<file path="config.mk">
export PLATFORM = sky130hd
export DESIGN_NAME = uart_regblk
export DESIGN_NICKNAME = d
export VERILOG_FILES = /design/src/rtl/uart_pkg.sv /design/src/rtl/uart_tx.sv /design/src/rtl/uart_rx.sv /design/src/rtl/uart_regblk.sv
export SDC_FILE = /design/constraint.sdc
export NUM_CORES = 1
export LEC_CHECK = 0
export BUFFER_PORTS_ARGS = -buffer_cell sky130_fd_sc_hd__buf_2
export CORE_ASPECT_RATIO = 0.75
export CORE_MARGIN = 3
export CORE_UTILIZATION = 59
export CTS_CLUSTER_DIAMETER = 150
export DETAILED_ROUTE_END_ITERATION = 10
export GPL_TIMING_DRIVEN = 0
export PLACE_DENSITY = 0.87
export SLEW_MARGIN = 40
export SYNTH_ARGS = -nofsm -noshare
export SYNTH_HDL_FRONTEND = slang
export SYNTH_HIERARCHICAL = 1
export SYNTH_SLANG_ARGS = --single-unit
</file>
<file path="constraint.sdc">
create_clock -name clk -period 3 [get_ports clk]
set_clock_uncertainty 0.15 [all_clocks]
set_input_delay 0.45 -clock clk [delete_from_list [all_inputs] [get_ports clk]]
set_output_delay 0.45 -clock clk [all_outputs]
set_load 0.01 [all_outputs]
</file>
<file path="src/rtl/uart_pkg.sv">
package uart_pkg;

    localparam int REG_W = 8;

    localparam int LSR_RX_BIT = 0;
    localparam int LSR_TX_BIT = 5;
    localparam int IER_RX_BIT = 0;
    localparam int IER_TX_BIT = 1;

    localparam logic [REG_W-1:0] LSR_RESET   = 8'h20;
    localparam logic [REG_W-1:0] IIR_TX_CODE = 8'h02;
    localparam logic [REG_W-1:0] IIR_RX_CODE = 8'h04;

    typedef enum logic [2:0] {
        IDX_DATA = 3'd0,
        IDX_IER  = 3'd1,
        IDX_IIR  = 3'd2,
        IDX_LCR  = 3'd3,
        IDX_MCR  = 3'd4,
        IDX_LSR  = 3'd5,
        IDX_MSR  = 3'd6,
        IDX_DIV  = 3'd7
    } reg_idx_e;

    typedef enum logic [2:0] {
        TX_IDLE,
        TX_START,
        TX_DATA,
        TX_STOP,
        TX_FINISH
    } tx_state_e;

    typedef enum logic [2:0] {
        RX_IDLE,
        RX_START,
        RX_DATA,
        RX_STOP,
        RX_DELIVER
    } rx_state_e;

    // Mask that keeps 5..8 low bits, selected by a 2-bit word-length code.
    function automatic logic [REG_W-1:0] wl_mask(input logic [1:0] wl);
        return 8'hFF >> (2'd3 - wl);
    endfunction

    // Index of the last data bit (4..7) for a word-length code.
    function automatic logic [2:0] wl_last(input logic [1:0] wl);
        return 3'd4 + {1'b0, wl};
    endfunction

endpackage

</file>
<file path="src/rtl/uart_tx.sv">
module uart_tx
    import uart_pkg::*;
(
    input  logic             clk,
    input  logic             rst_n,
    input  logic             start,
    input  logic [REG_W-1:0] char_in,
    input  logic [1:0]       wl,
    input  logic [REG_W-1:0] divisor,
    output logic             txd,
    output logic             done
);

    tx_state_e        state_q, state_d;
    logic [REG_W-1:0] cnt_q, cnt_d;
    logic [REG_W-1:0] sh_q, sh_d;
    logic [2:0]       idx_q, idx_d;
    logic [2:0]       last_q, last_d;
    logic [REG_W-1:0] reload;

    assign reload = divisor - 1'b1;

    always_comb begin
        state_d = state_q;
        cnt_d   = cnt_q;
        sh_d    = sh_q;
        idx_d   = idx_q;
        last_d  = last_q;
        unique case (state_q)
            TX_IDLE: begin
            end
            TX_START: begin
                if (cnt_q == '0) begin
                    state_d = TX_DATA;
                    cnt_d   = reload;
                    idx_d   = '0;
                end else begin
                    cnt_d = cnt_q - 1'b1;
                end
            end
            TX_DATA: begin
                if (cnt_q == '0) begin
                    cnt_d = reload;
                    sh_d  = sh_q >> 1;
                    if (idx_q == last_q) begin
                        state_d = TX_STOP;
                    end else begin
                        idx_d = idx_q + 1'b1;
                    end
                end else begin
                    cnt_d = cnt_q - 1'b1;
                end
            end
            TX_STOP: begin
                if (cnt_q == '0) begin
                    state_d = TX_FINISH;
                end else begin
                    cnt_d = cnt_q - 1'b1;
                end
            end
            TX_FINISH: begin
                state_d = TX_IDLE;
            end
            default: begin
                state_d = TX_IDLE;
            end
        endcase
        // A new character restarts the shifter from any state.
        if (start) begin
            sh_d    = char_in & wl_mask(wl);
            last_d  = wl_last(wl);
            cnt_d   = reload;
            state_d = (divisor == '0) ? TX_FINISH : TX_START;
        end
    end

    always_ff @(posedge clk or negedge rst_n) begin
        if (!rst_n) begin
            state_q <= TX_IDLE;
            cnt_q   <= '0;
            sh_q    <= '0;
            idx_q   <= '0;
            last_q  <= 3'd7;
        end else begin
            state_q <= state_d;
            cnt_q   <= cnt_d;
            sh_q    <= sh_d;
            idx_q   <= idx_d;
            last_q  <= last_d;
        end
    end

    always_comb begin
        unique case (state_q)
            TX_START: txd = 1'b0;
            TX_DATA:  txd = sh_q[0];
            default:  txd = 1'b1;
        endcase
        done = (state_q == TX_FINISH);
    end

endmodule

</file>
<file path="src/rtl/uart_rx.sv">
module uart_rx
    import uart_pkg::*;
#(
    parameter int SYNC_STAGES = 2
) (
    input  logic             clk,
    input  logic             rst_n,
    input  logic             rxd_raw,
    input  logic [1:0]       wl,
    input  logic [REG_W-1:0] divisor,
    output logic             done,
    output logic [REG_W-1:0] data
);

    logic [SYNC_STAGES-1:0] sync_q;
    logic                   rxs;

    for (genvar g = 0; g < SYNC_STAGES; g++) begin : g_sync
        if (g == 0) begin : g_first
            always_ff @(posedge clk or negedge rst_n) begin
                if (!rst_n) sync_q[0] <= 1'b1;
                else        sync_q[0] <= rxd_raw;
            end
        end else begin : g_next
            always_ff @(posedge clk or negedge rst_n) begin
                if (!rst_n) sync_q[g] <= 1'b1;
                else        sync_q[g] <= sync_q[g-1];
            end
        end
    end

    assign rxs = sync_q[SYNC_STAGES-1];

    rx_state_e        state_q, state_d;
    logic [REG_W-1:0] cnt_q, cnt_d;
    logic [REG_W-1:0] buf_q, buf_d;
    logic [2:0]       idx_q, idx_d;
    logic [2:0]       last_q, last_d;
    logic [REG_W-1:0] reload;

    assign reload = divisor - 1'b1;

    always_comb begin
        state_d = state_q;
        cnt_d   = cnt_q;
        buf_d   = buf_q;
        idx_d   = idx_q;
        last_d  = last_q;
        unique case (state_q)
            RX_IDLE: begin
                if (divisor != '0 && !rxs) begin
                    state_d = RX_START;
                    cnt_d   = divisor >> 1;
                    last_d  = wl_last(wl);
                end
            end
            RX_START: begin
                if (cnt_q == '0) begin
                    if (!rxs) begin
                        state_d = RX_DATA;
                        cnt_d   = reload;
                        idx_d   = '0;
                        buf_d   = '0;
                    end else begin
                        state_d = RX_IDLE;
                    end
                end else begin
                    cnt_d = cnt_q - 1'b1;
                end
            end
            RX_DATA: begin
                if (cnt_q == '0) begin
                    buf_d[idx_q] = rxs;
                    cnt_d        = reload;
                    if (idx_q == last_q) begin
                        state_d = RX_STOP;
                    end else begin
                        idx_d = idx_q + 1'b1;
                    end
                end else begin
                    cnt_d = cnt_q - 1'b1;
                end
            end
            RX_STOP: begin
                if (cnt_q == '0) begin
                    state_d = rxs ? RX_DELIVER : RX_IDLE;
                end else begin
                    cnt_d = cnt_q - 1'b1;
                end
            end
            RX_DELIVER: begin
                state_d = RX_IDLE;
            end
            default: begin
                state_d = RX_IDLE;
            end
        endcase
    end

    always_ff @(posedge clk or negedge rst_n) begin
        if (!rst_n) begin
            state_q <= RX_IDLE;
            cnt_q   <= '0;
            buf_q   <= '0;
            idx_q   <= '0;
            last_q  <= 3'd7;
        end else begin
            state_q <= state_d;
            cnt_q   <= cnt_d;
            buf_q   <= buf_d;
            idx_q   <= idx_d;
            last_q  <= last_d;
        end
    end

    always_comb begin
        done = (state_q == RX_DELIVER);
        data = buf_q;
    end

endmodule

</file>
<file path="src/rtl/uart_regblk.sv">
module uart_regblk
    import uart_pkg::*;
#(
    parameter int ADDR_W      = 6,
    parameter int DATA_W      = 32,
    parameter int SYNC_STAGES = 2
) (
    input  logic              clk,
    input  logic              rst_n,
    input  logic [ADDR_W-1:0] bus_addr,
    input  logic              bus_wr,
    input  logic              bus_rd,
    input  logic [DATA_W-1:0] bus_wdata,
    output logic [DATA_W-1:0] bus_rdata,
    output logic              irq,
    output logic              ser_txd,
    input  logic              ser_rxd
);

    localparam int SEL_W    = ADDR_W - 2;
    localparam int NUM_REGS = 8;

    logic [SEL_W-1:0] sel;
    logic             mapped;
    reg_idx_e         idx;
    logic [REG_W-1:0] wbyte;
    logic             thr_wr, ier_wr, rbr_rd;

    logic [REG_W-1:0] ier_q, iir_q, lcr_q, mcr_q, lsr_q, msr_q, div_q, rbr_q;
    logic             irq_q;

    logic             tx_done, rx_done;
    logic [REG_W-1:0] rx_data;

    wire unused_wdata = ^bus_wdata[DATA_W-1:REG_W];

    assign sel    = bus_addr[ADDR_W-1:2];
    assign mapped = (bus_addr[1:0] == 2'b00) && (sel < SEL_W'(NUM_REGS));
    assign idx    = reg_idx_e'(sel[2:0]);
    assign wbyte  = bus_wdata[REG_W-1:0];
    assign thr_wr = bus_wr && mapped && idx == IDX_DATA;
    assign ier_wr = bus_wr && mapped && idx == IDX_IER;
    assign rbr_rd = bus_rd && mapped && idx == IDX_DATA;

    uart_tx u_tx (
        .clk     (clk),
        .rst_n   (rst_n),
        .start   (thr_wr),
        .char_in (wbyte),
        .wl      (lcr_q[1:0]),
        .divisor (div_q),
        .txd     (ser_txd),
        .done    (tx_done)
    );

    uart_rx #(.SYNC_STAGES(SYNC_STAGES)) u_rx (
        .clk     (clk),
        .rst_n   (rst_n),
        .rxd_raw (ser_rxd),
        .wl      (lcr_q[1:0]),
        .divisor (div_q),
        .done    (rx_done),
        .data    (rx_data)
    );

    // Later statements take priority: bus storage, read clear, line events,
    // transmit-data write, then enable write.
    always_ff @(posedge clk or negedge rst_n) begin
        if (!rst_n) begin
            ier_q <= '0;
            iir_q <= '0;
            lcr_q <= '0;
            mcr_q <= '0;
            lsr_q <= LSR_RESET;
            msr_q <= '0;
            div_q <= '0;
            rbr_q <= '0;
            irq_q <= 1'b0;
        end else begin
            if (bus_wr && mapped) begin
                case (idx)
                    IDX_IIR: iir_q <= wbyte;
                    IDX_LCR: lcr_q <= wbyte;
                    IDX_MCR: mcr_q <= wbyte;
                    IDX_LSR: lsr_q <= wbyte;
                    IDX_MSR: msr_q <= wbyte;
                    IDX_DIV: div_q <= wbyte;
                    default: ;
                endcase
            end
            if (rbr_rd) begin
                lsr_q[LSR_RX_BIT] <= 1'b0;
            end
            if (tx_done) begin
                lsr_q[LSR_TX_BIT] <= 1'b1;
                iir_q             <= IIR_TX_CODE;
                if (ier_q[IER_TX_BIT]) irq_q <= 1'b1;
            end
            if (rx_done) begin
                rbr_q             <= rx_data;
                lsr_q[LSR_RX_BIT] <= 1'b1;
                iir_q             <= IIR_RX_CODE;
                if (ier_q[IER_RX_BIT]) irq_q <= 1'b1;
            end
            if (thr_wr) begin
                lsr_q[LSR_TX_BIT] <= 1'b0;
                iir_q[1]          <= 1'b0;
            end
            if (ier_wr) begin
                ier_q <= wbyte;
                if (wbyte[IER_TX_BIT] && lsr_q[LSR_TX_BIT]) begin
                    iir_q[1] <= 1'b1;
                    irq_q    <= 1'b1;
                end else if (!wbyte[IER_TX_BIT]) begin
                    irq_q <= 1'b0;
                end
            end
        end
    end

    always_comb begin
        bus_rdata = '0;
        if (mapped) begin
            unique case (idx)
                IDX_DATA: bus_rdata[REG_W-1:0] = rbr_q;
                IDX_IER:  bus_rdata[REG_W-1:0] = ier_q;
                IDX_IIR:  bus_rdata[REG_W-1:0] = iir_q;
                IDX_LCR:  bus_rdata[REG_W-1:0] = lcr_q;
                IDX_MCR:  bus_rdata[REG_W-1:0] = mcr_q;
                IDX_LSR:  bus_rdata[REG_W-1:0] = lsr_q;
                IDX_MSR:  bus_rdata[REG_W-1:0] = msr_q;
                IDX_DIV:  bus_rdata[REG_W-1:0] = div_q;
                default:  bus_rdata = '0;
            endcase
        end
        irq = irq_q;
    end

endmodule

</file>
Word-level counts from Yosys, hierarchy flattened
Cells that the tools add are included.

Add/subtract/negate cells: 7. Multiply operators: 0. Divide/modulo/power cells: 0. $lt $le $gt $ge: 3. Eq/ne operators: 35. Shift operators: 1. Muxes and demuxes: 67. Bitwise logic cells: 1. Reductions and logical operators: 48.

Operators with widths (number): $mux W8 (19); $pmux W8 S8 (1); $mux W3 (19); $pmux W8 S2 (2); $pmux W8 S4 (1); $logic_not A8 Y1 (3); $pmux W3 S4 (2); $sub A8 B1 Y8 const B (3); $reduce_and A2 Y1 (11); $reduce_bool A3 Y1 (7); $eq A3 B2 Y1 const B (6); $eq A3 B3 Y1 const B (6); $mux W1 (15); $reduce_and A5 Y1 (3); $ne A2 B1 Y1 const B (7); $mux W6 (2); $ne A3 B2 Y1 const B (4); $pmux W3 S2 (2); $reduce_and A4 Y1 (3); $ne A2 B2 Y1 const B (5); $eq A3 B1 Y1 const B (3); $logic_and A1 B1 Y1 (9); $logic_not A3 Y1 (3); $and A8 B8 Y8 (1); other kinds (19) (25).

Register bits: 117. Bits in latches: 0. Memory bits (writable): 0. Bits in read-only memories: 0. Input bits: 43. Output and inout bits: 34. Logic and storage cells: 186. Memories kept: 0.

Longest topological paths before layout
Word-level depth: 9. Gate-level depth with buffers: 10.

By module
Netlist, hierarchy kept.

Modules (own cells, without submodules): uart_regblk (times used 1, cells an instance 287, area each 3438.3 um^2); uart_rx (times used 1, cells an instance 198, area each 1672.9 um^2); uart_tx (times used 1, cells an instance 159, area each 1495.2 um^2).

Least setup slack after synthesis
OpenSTA, ideal clock, no wires.

Path type: input to register. Start: in bus_addr[4]. End: reg u_tx.cnt_q[7]. Library setup time: 127 ps. Arrival: 2407 ps. Data required time: 2723 ps. Slack: 316 ps. Stages on the path: 10. Buffers on the path: 4. Cells stage by stage: clkbuf_1 or3_1 clkbuf_1 nor3_1 clkbuf_1 a31oi_1 clkbuf_1 nand4_1 o21ai_0 a2bb2oi_1.

Cells in the longest elaborated chain, start to end: 6. Elaborated cells on any way between the ends: 9. Those cells by class: order compare: 1; eq/ne: 1; mux: 1; reduce/logical: 6.

RTL lines: start: declaration (RTL line uart_regblk.sv:10) `input logic [ADDR_W-1:0] bus_addr,`; $lt A4 B4 Y1 (RTL line uart_regblk.sv:38) `assign mapped = (bus_addr[1:0] == 2'b00) && (sel < SEL_W'(NUM_REGS));`; $logic_and A1 B1 Y1 (RTL line uart_regblk.sv:38); $logic_and A1 B1 Y1 (RTL line uart_regblk.sv:41) `assign thr_wr = bus_wr && mapped && idx == IDX_DATA;`; $logic_and A1 B1 Y1 (*) (RTL line uart_regblk.sv:41); named net thr_wr (RTL line uart_regblk.sv:27) `logic thr_wr, ier_wr, rbr_rd;`; $ne A3 B3 Y1 (no source line) or $reduce_bool A3 Y1 (tied branches); $reduce_and A2 Y1 (no source line); end signal: assignment (RTL line uart_tx.sv:86) `cnt_q <= cnt_d;`; end: declaration (RTL line uart_tx.sv:15) `logic [REG_W-1:0] cnt_q, cnt_d;`.

Mark *: on every way through the listed nets, which the timed path passes. The rest lies on a longest branch. A chain may end at the register's enable or synchronous reset.

Worst setup path in the final report
Start: in bus_addr[3]. End: out bus_rdata[6].

Cells in the longest elaborated chain, start to end: 3. Elaborated cells on any way between the ends: 12. Those cells by class: order compare: 1; eq/ne: 7; mux: 2; reduce/logical: 2.

RTL lines: $lt A4 B4 Y1, or another cell as far along (RTL line uart_regblk.sv:38); $logic_and A1 B1 Y1 or $pmux W8 S8 (tied branches) (RTL line uart_regblk.sv:38, uart_regblk.sv:124); $mux W8 (*) (RTL line uart_regblk.sv:123) `if (mapped) begin`; end: declaration (RTL line uart_regblk.sv:14) `output logic [DATA_W-1:0] bus_rdata,`.

Every way passes the cells marked *; elsewhere a longest branch is shown, timed or not.

==> results.yml <==
floorplan:
  num_rows: 32
  die_width_um: 128
  floorplan.initialDensity_pct: 62.3
  floorplan.die.height_um: 97.6
  design.core.area_mm2: 0.0106
  design.die.area_mm2: 0.0125
  top_level_pins: 77
logic_synthesis:
  asyncSetResetFlopFracSynth_pct: 100
  synth_top_family_by_area: "simple AND/OR/NAND/NOR gates"
  synth_mux_area_share_pct: 15.3
  synth_cells: 644
  synth_compound_gate_area_share_pct: 14.7
  synthXorXnorAreaFrac_pct: 2.78
  post_synth_and_or_nand_nor_area_fraction_pct: 15.3
  ys_dominant_reg_cell: "sky130_fd_sc_hd__dfrtp_1"
  fraction_of_the_yosys_area_taken_by_sequential_cells_pct: 43.7
  yosys.area_share.adder_pct: 1.70
  synth_top_cell_by_area: "sky130_fd_sc_hd__dfrtp_1"
  yosysWarnings: 6
  synth.top_cell.area_share_pct: 40.9
  synth_area_mm2: 0.00661
  synthTopCellsByArea: "sky130_fd_sc_hd__dfrtp_1 (41%), sky130_fd_sc_hd__mux2_2 (8.7%), sky130_fd_sc_hd__o21ai_0 (4.5%)"
  synth_cell_type_count: 70
  postSynthRegisterBits: 115
  syn_avg_cell_area_um2: 10.3
  count_of_flip_flops_with_a_built_in_enable_after_synthesis: 0
sta:
  slew-limit-headroom_pct: 45.3
  worst-slew-pin-transition_ns: 0.813
  final-hold-violation-count: 0
  rsz0062_at_grt: "no"
  final-max-slew-violation-count: 0
  tns_ns: 0
  final_min_period_over_clock_period_pct: 97.1
  final-setup-viol-count: 0
  min_period_ns: 2.91
  maxClockFrequency_mhz: 343
critical_path:
  critical_path_class: "in2out"
  critPathRequiredTime_ns: 2.40
  critical_path.endpoint_type: "output port"
  path_max_fanout: 10
  worst-endpoint-arrival_ns: 2.31
  crit_path_start_kind: "primary input"
power:
  max-vdd-ir-drop_uv: 542
  power_mw: 6.00
  power_density_normalized_to_cell_area_mw_per_mm2: 784
  leakage_nw: 3.44
routing:
  vias_per_cell: 6.44
  post_drt_wl_per_cell_um: 19.8
  wirelength_um: 17100
  violation_count_after_the_first_detailed_route_iteration: 714
  drt_pre_antenna_iters: 5
  remaining_drc_errors: 0
  num_vias: 5565
  final_antenna_net_count: 0
cells_and_area:
  synthToLayoutAreaGrowth_pct: 15.8
  fin_nets: 767
  most-common-layout-cells: "sky130_fd_sc_hd__dfrtp_1 (108), sky130_fd_sc_hd__o21ai_0 (59), sky130_fd_sc_hd__mux2_2 (51)"
  layout_commonest_cell: "sky130_fd_sc_hd__dfrtp_1"
  post_route_cells_drive_above_1_share_pct: 25.5
  diodes: 0
clock_tree:
  cts.root.buffer_cell: "sky130_fd_sc_hd__clkbuf_16"
  cts_buffer_depth: 2
  tritoncts: "done"
  h_tree_level_count: 4
  clock_sinks: 115
  cts-buffers-inserted: 17
  clkSlewWorstSetupHoldPaths_ns: 0.06
  clk_latency_ns: 0.42
grt:
  first_global_vias: 5312
  grt.overflow.total: 0
  global_route.usage.total_pct: 27.9
  antenna_violations_before_repair: 0
  grt_first_pass_wirelength_um: 27500
  largest_net_degree_at_the_start_of_global_routing: 81
status:
  status: "finished clean"
placed_design:
  port-buffer-count: 27
  globalplace.congestion: 0.969
  detailedPlacementHpwl_um: 11400
worst_hold_path:
  worst_hold_path_type: "reg2reg"
run:
  maxCapViolCount: 0
state kept, by name, indices dropped and copies added, names as in the netlist, 3 cells and up:
| name | cells |
|---|---|
| lcr_q | 8 |
| mcr_q | 8 |
| u_tx/sh_q | 8 |
| msr_q | 8 |
| u_rx/cnt_q | 8 |
| u_tx/idx_q | 3 |
| u_tx/cnt_q | 8 |
| ier_q | 8 |
| u_rx/state_q | 3 |
| u_rx/idx_q | 3 |
| u_tx/state_q | 3 |
| u_rx/data | 8 |
| lsr_q | 8 |
| div_q | 8 |
| rbr_q | 8 |
| iir_q | 8 |
cell usage after synthesis, types with 7 or more instances:
master / count
sky130_fd_sc_hd__dfrtp_1: 108
sky130_fd_sc_hd__o21ai_0: 59
sky130_fd_sc_hd__mux2_2: 51
sky130_fd_sc_hd__nor2_1: 37
sky130_fd_sc_hd__nand2_1: 33
sky130_fd_sc_hd__a21oi_1: 30
sky130_fd_sc_hd__clkbuf_1: 28
sky130_fd_sc_hd__buf_4: 24
sky130_fd_sc_hd__inv_1: 23
sky130_fd_sc_hd__mux2i_1: 18
sky130_fd_sc_hd__a31oi_1: 17
sky130_fd_sc_hd__xnor2_1: 16
sky130_fd_sc_hd__nand3_1: 14
sky130_fd_sc_hd__nor3_1: 14
sky130_fd_sc_hd__nor3b_1: 12
sky130_fd_sc_hd__a211o_1: 9
sky130_fd_sc_hd__ha_1: 9
sky130_fd_sc_hd__mux2_4: 8
sky130_fd_sc_hd__nand2b_1: 8
sky130_fd_sc_hd__dfstp_2: 7
sky130_fd_sc_hd__or3_1: 7
cell families (layout without fill, tap and decap cells):
logic type / count (synthesis) / count (layout)
buffers and inverters: 84 / 145
other: 1 / 24
flip-flops: 115 / 115
multiplexers: 83 / 83
XOR/XNOR: 21 / 21
adder cells (fa/ha/maj): 9 / 9
AND/OR/NAND/NOR: 176 / 176
AO/OA/AOI/OAI: 155 / 155
critical path, stage by stage:
cell and delay (ns):
sky130_fd_sc_hd__clkbuf_1 0.33, sky130_fd_sc_hd__clkbuf_2 0.37, sky130_fd_sc_hd__clkbuf_1 0.38, sky130_fd_sc_hd__nor3b_1 0.11
sky130_fd_sc_hd__a211o_1 0.30, sky130_fd_sc_hd__a21oi_1 0.18, sky130_fd_sc_hd__buf_2 0.17
path summary, 6_finish.rpt:
path / from / endpoint / slack (ns) / cells after the start
max: bus_addr[3] / bus_rdata[6] / 0.09 / 7
min: u_rx/sync_q[0] / u_rx/rxs / 0.21 / 0
max reg2reg: u_tx/cnt_q[0] / u_tx/idx_q[1] / 0.21 / 7
min reg2reg: u_rx/sync_q[0] / u_rx/rxs / 0.21 / 0
max in group asynchronous: rst_n / u_rx/last_q[1] / 1.66 / 3
min in group asynchronous: rst_n / u_tx/state_q[0] / 0.34 / 2
repair_timing:
action,in CTS,in global routing
endpoints found under the hold margin,32,0
buffers inserted,0,0
hold buffers,2,0
endpoints found under the setup margin,1,14
resized for setup,1,1
through the flow:
| stage | instances | instance area [µm²] | setup slack [ns] | util (%) | hold slack, ns |
|---|---|---|---|---|---|
| after detailed placement | 831 | 7040 | -0.406 | 66.3 | 0.184 |
| after floorplan | 667 | 6690 | 0.316 | - | 0.00441 |
| final | 864 | 7650 | 0.0858 | 72.1 | 0.208 |
| after CTS | 865 | 7640 | 0.00595 | 72.0 | 0.210 |
| after global placement | 830 | 7000 | -0.330 | 66.0 | 0.200 |
| after global routing | 864 | 7650 | 0.0225 | 72.1 | 0.214 |
layer usage:
layer / vias to the layer above / share of wire, % / GRT usage, %
met1: 2735 / 42 / 38.8
li1: 2467 / - / -
met2: 311 / 46 / 41.3
met5: - / 0 / 0
met3: 52 / 9.4 / 8.08
met4: 0 / 2.9 / 10.9
layout make-up:
| class | count | area, µm² |
|---|---|---|
| flip-flops and latches | 115 | 2890 |
| inverters | 23 | 86.3 |
| fillers | 735 | 2960 |
| multi-input cells | 468 | 3390 |
| well taps | 136 | 170 |
| plain buffers | 60 | 339 |
| clock inverters | 15 | 159 |
| repair buffers | 30 | 193 |
| clock buffers | 17 | 425 |
power breakdown:
| group | leakage [nW] | internal (mW) | switching, mW | total, mW |
|---|---|---|---|---|
| logic | 1.68 | 0.798 | 1.01 | 1.80 |
| clock network | 0.280 | 1.22 | 0.767 | 1.99 |
| registers | 1.48 | 1.89 | 0.319 | 2.21 |
| total | 3.44 | 3.91 | 2.09 | 6.00 |
No activity file was read; power rests on OpenSTA's default activity.
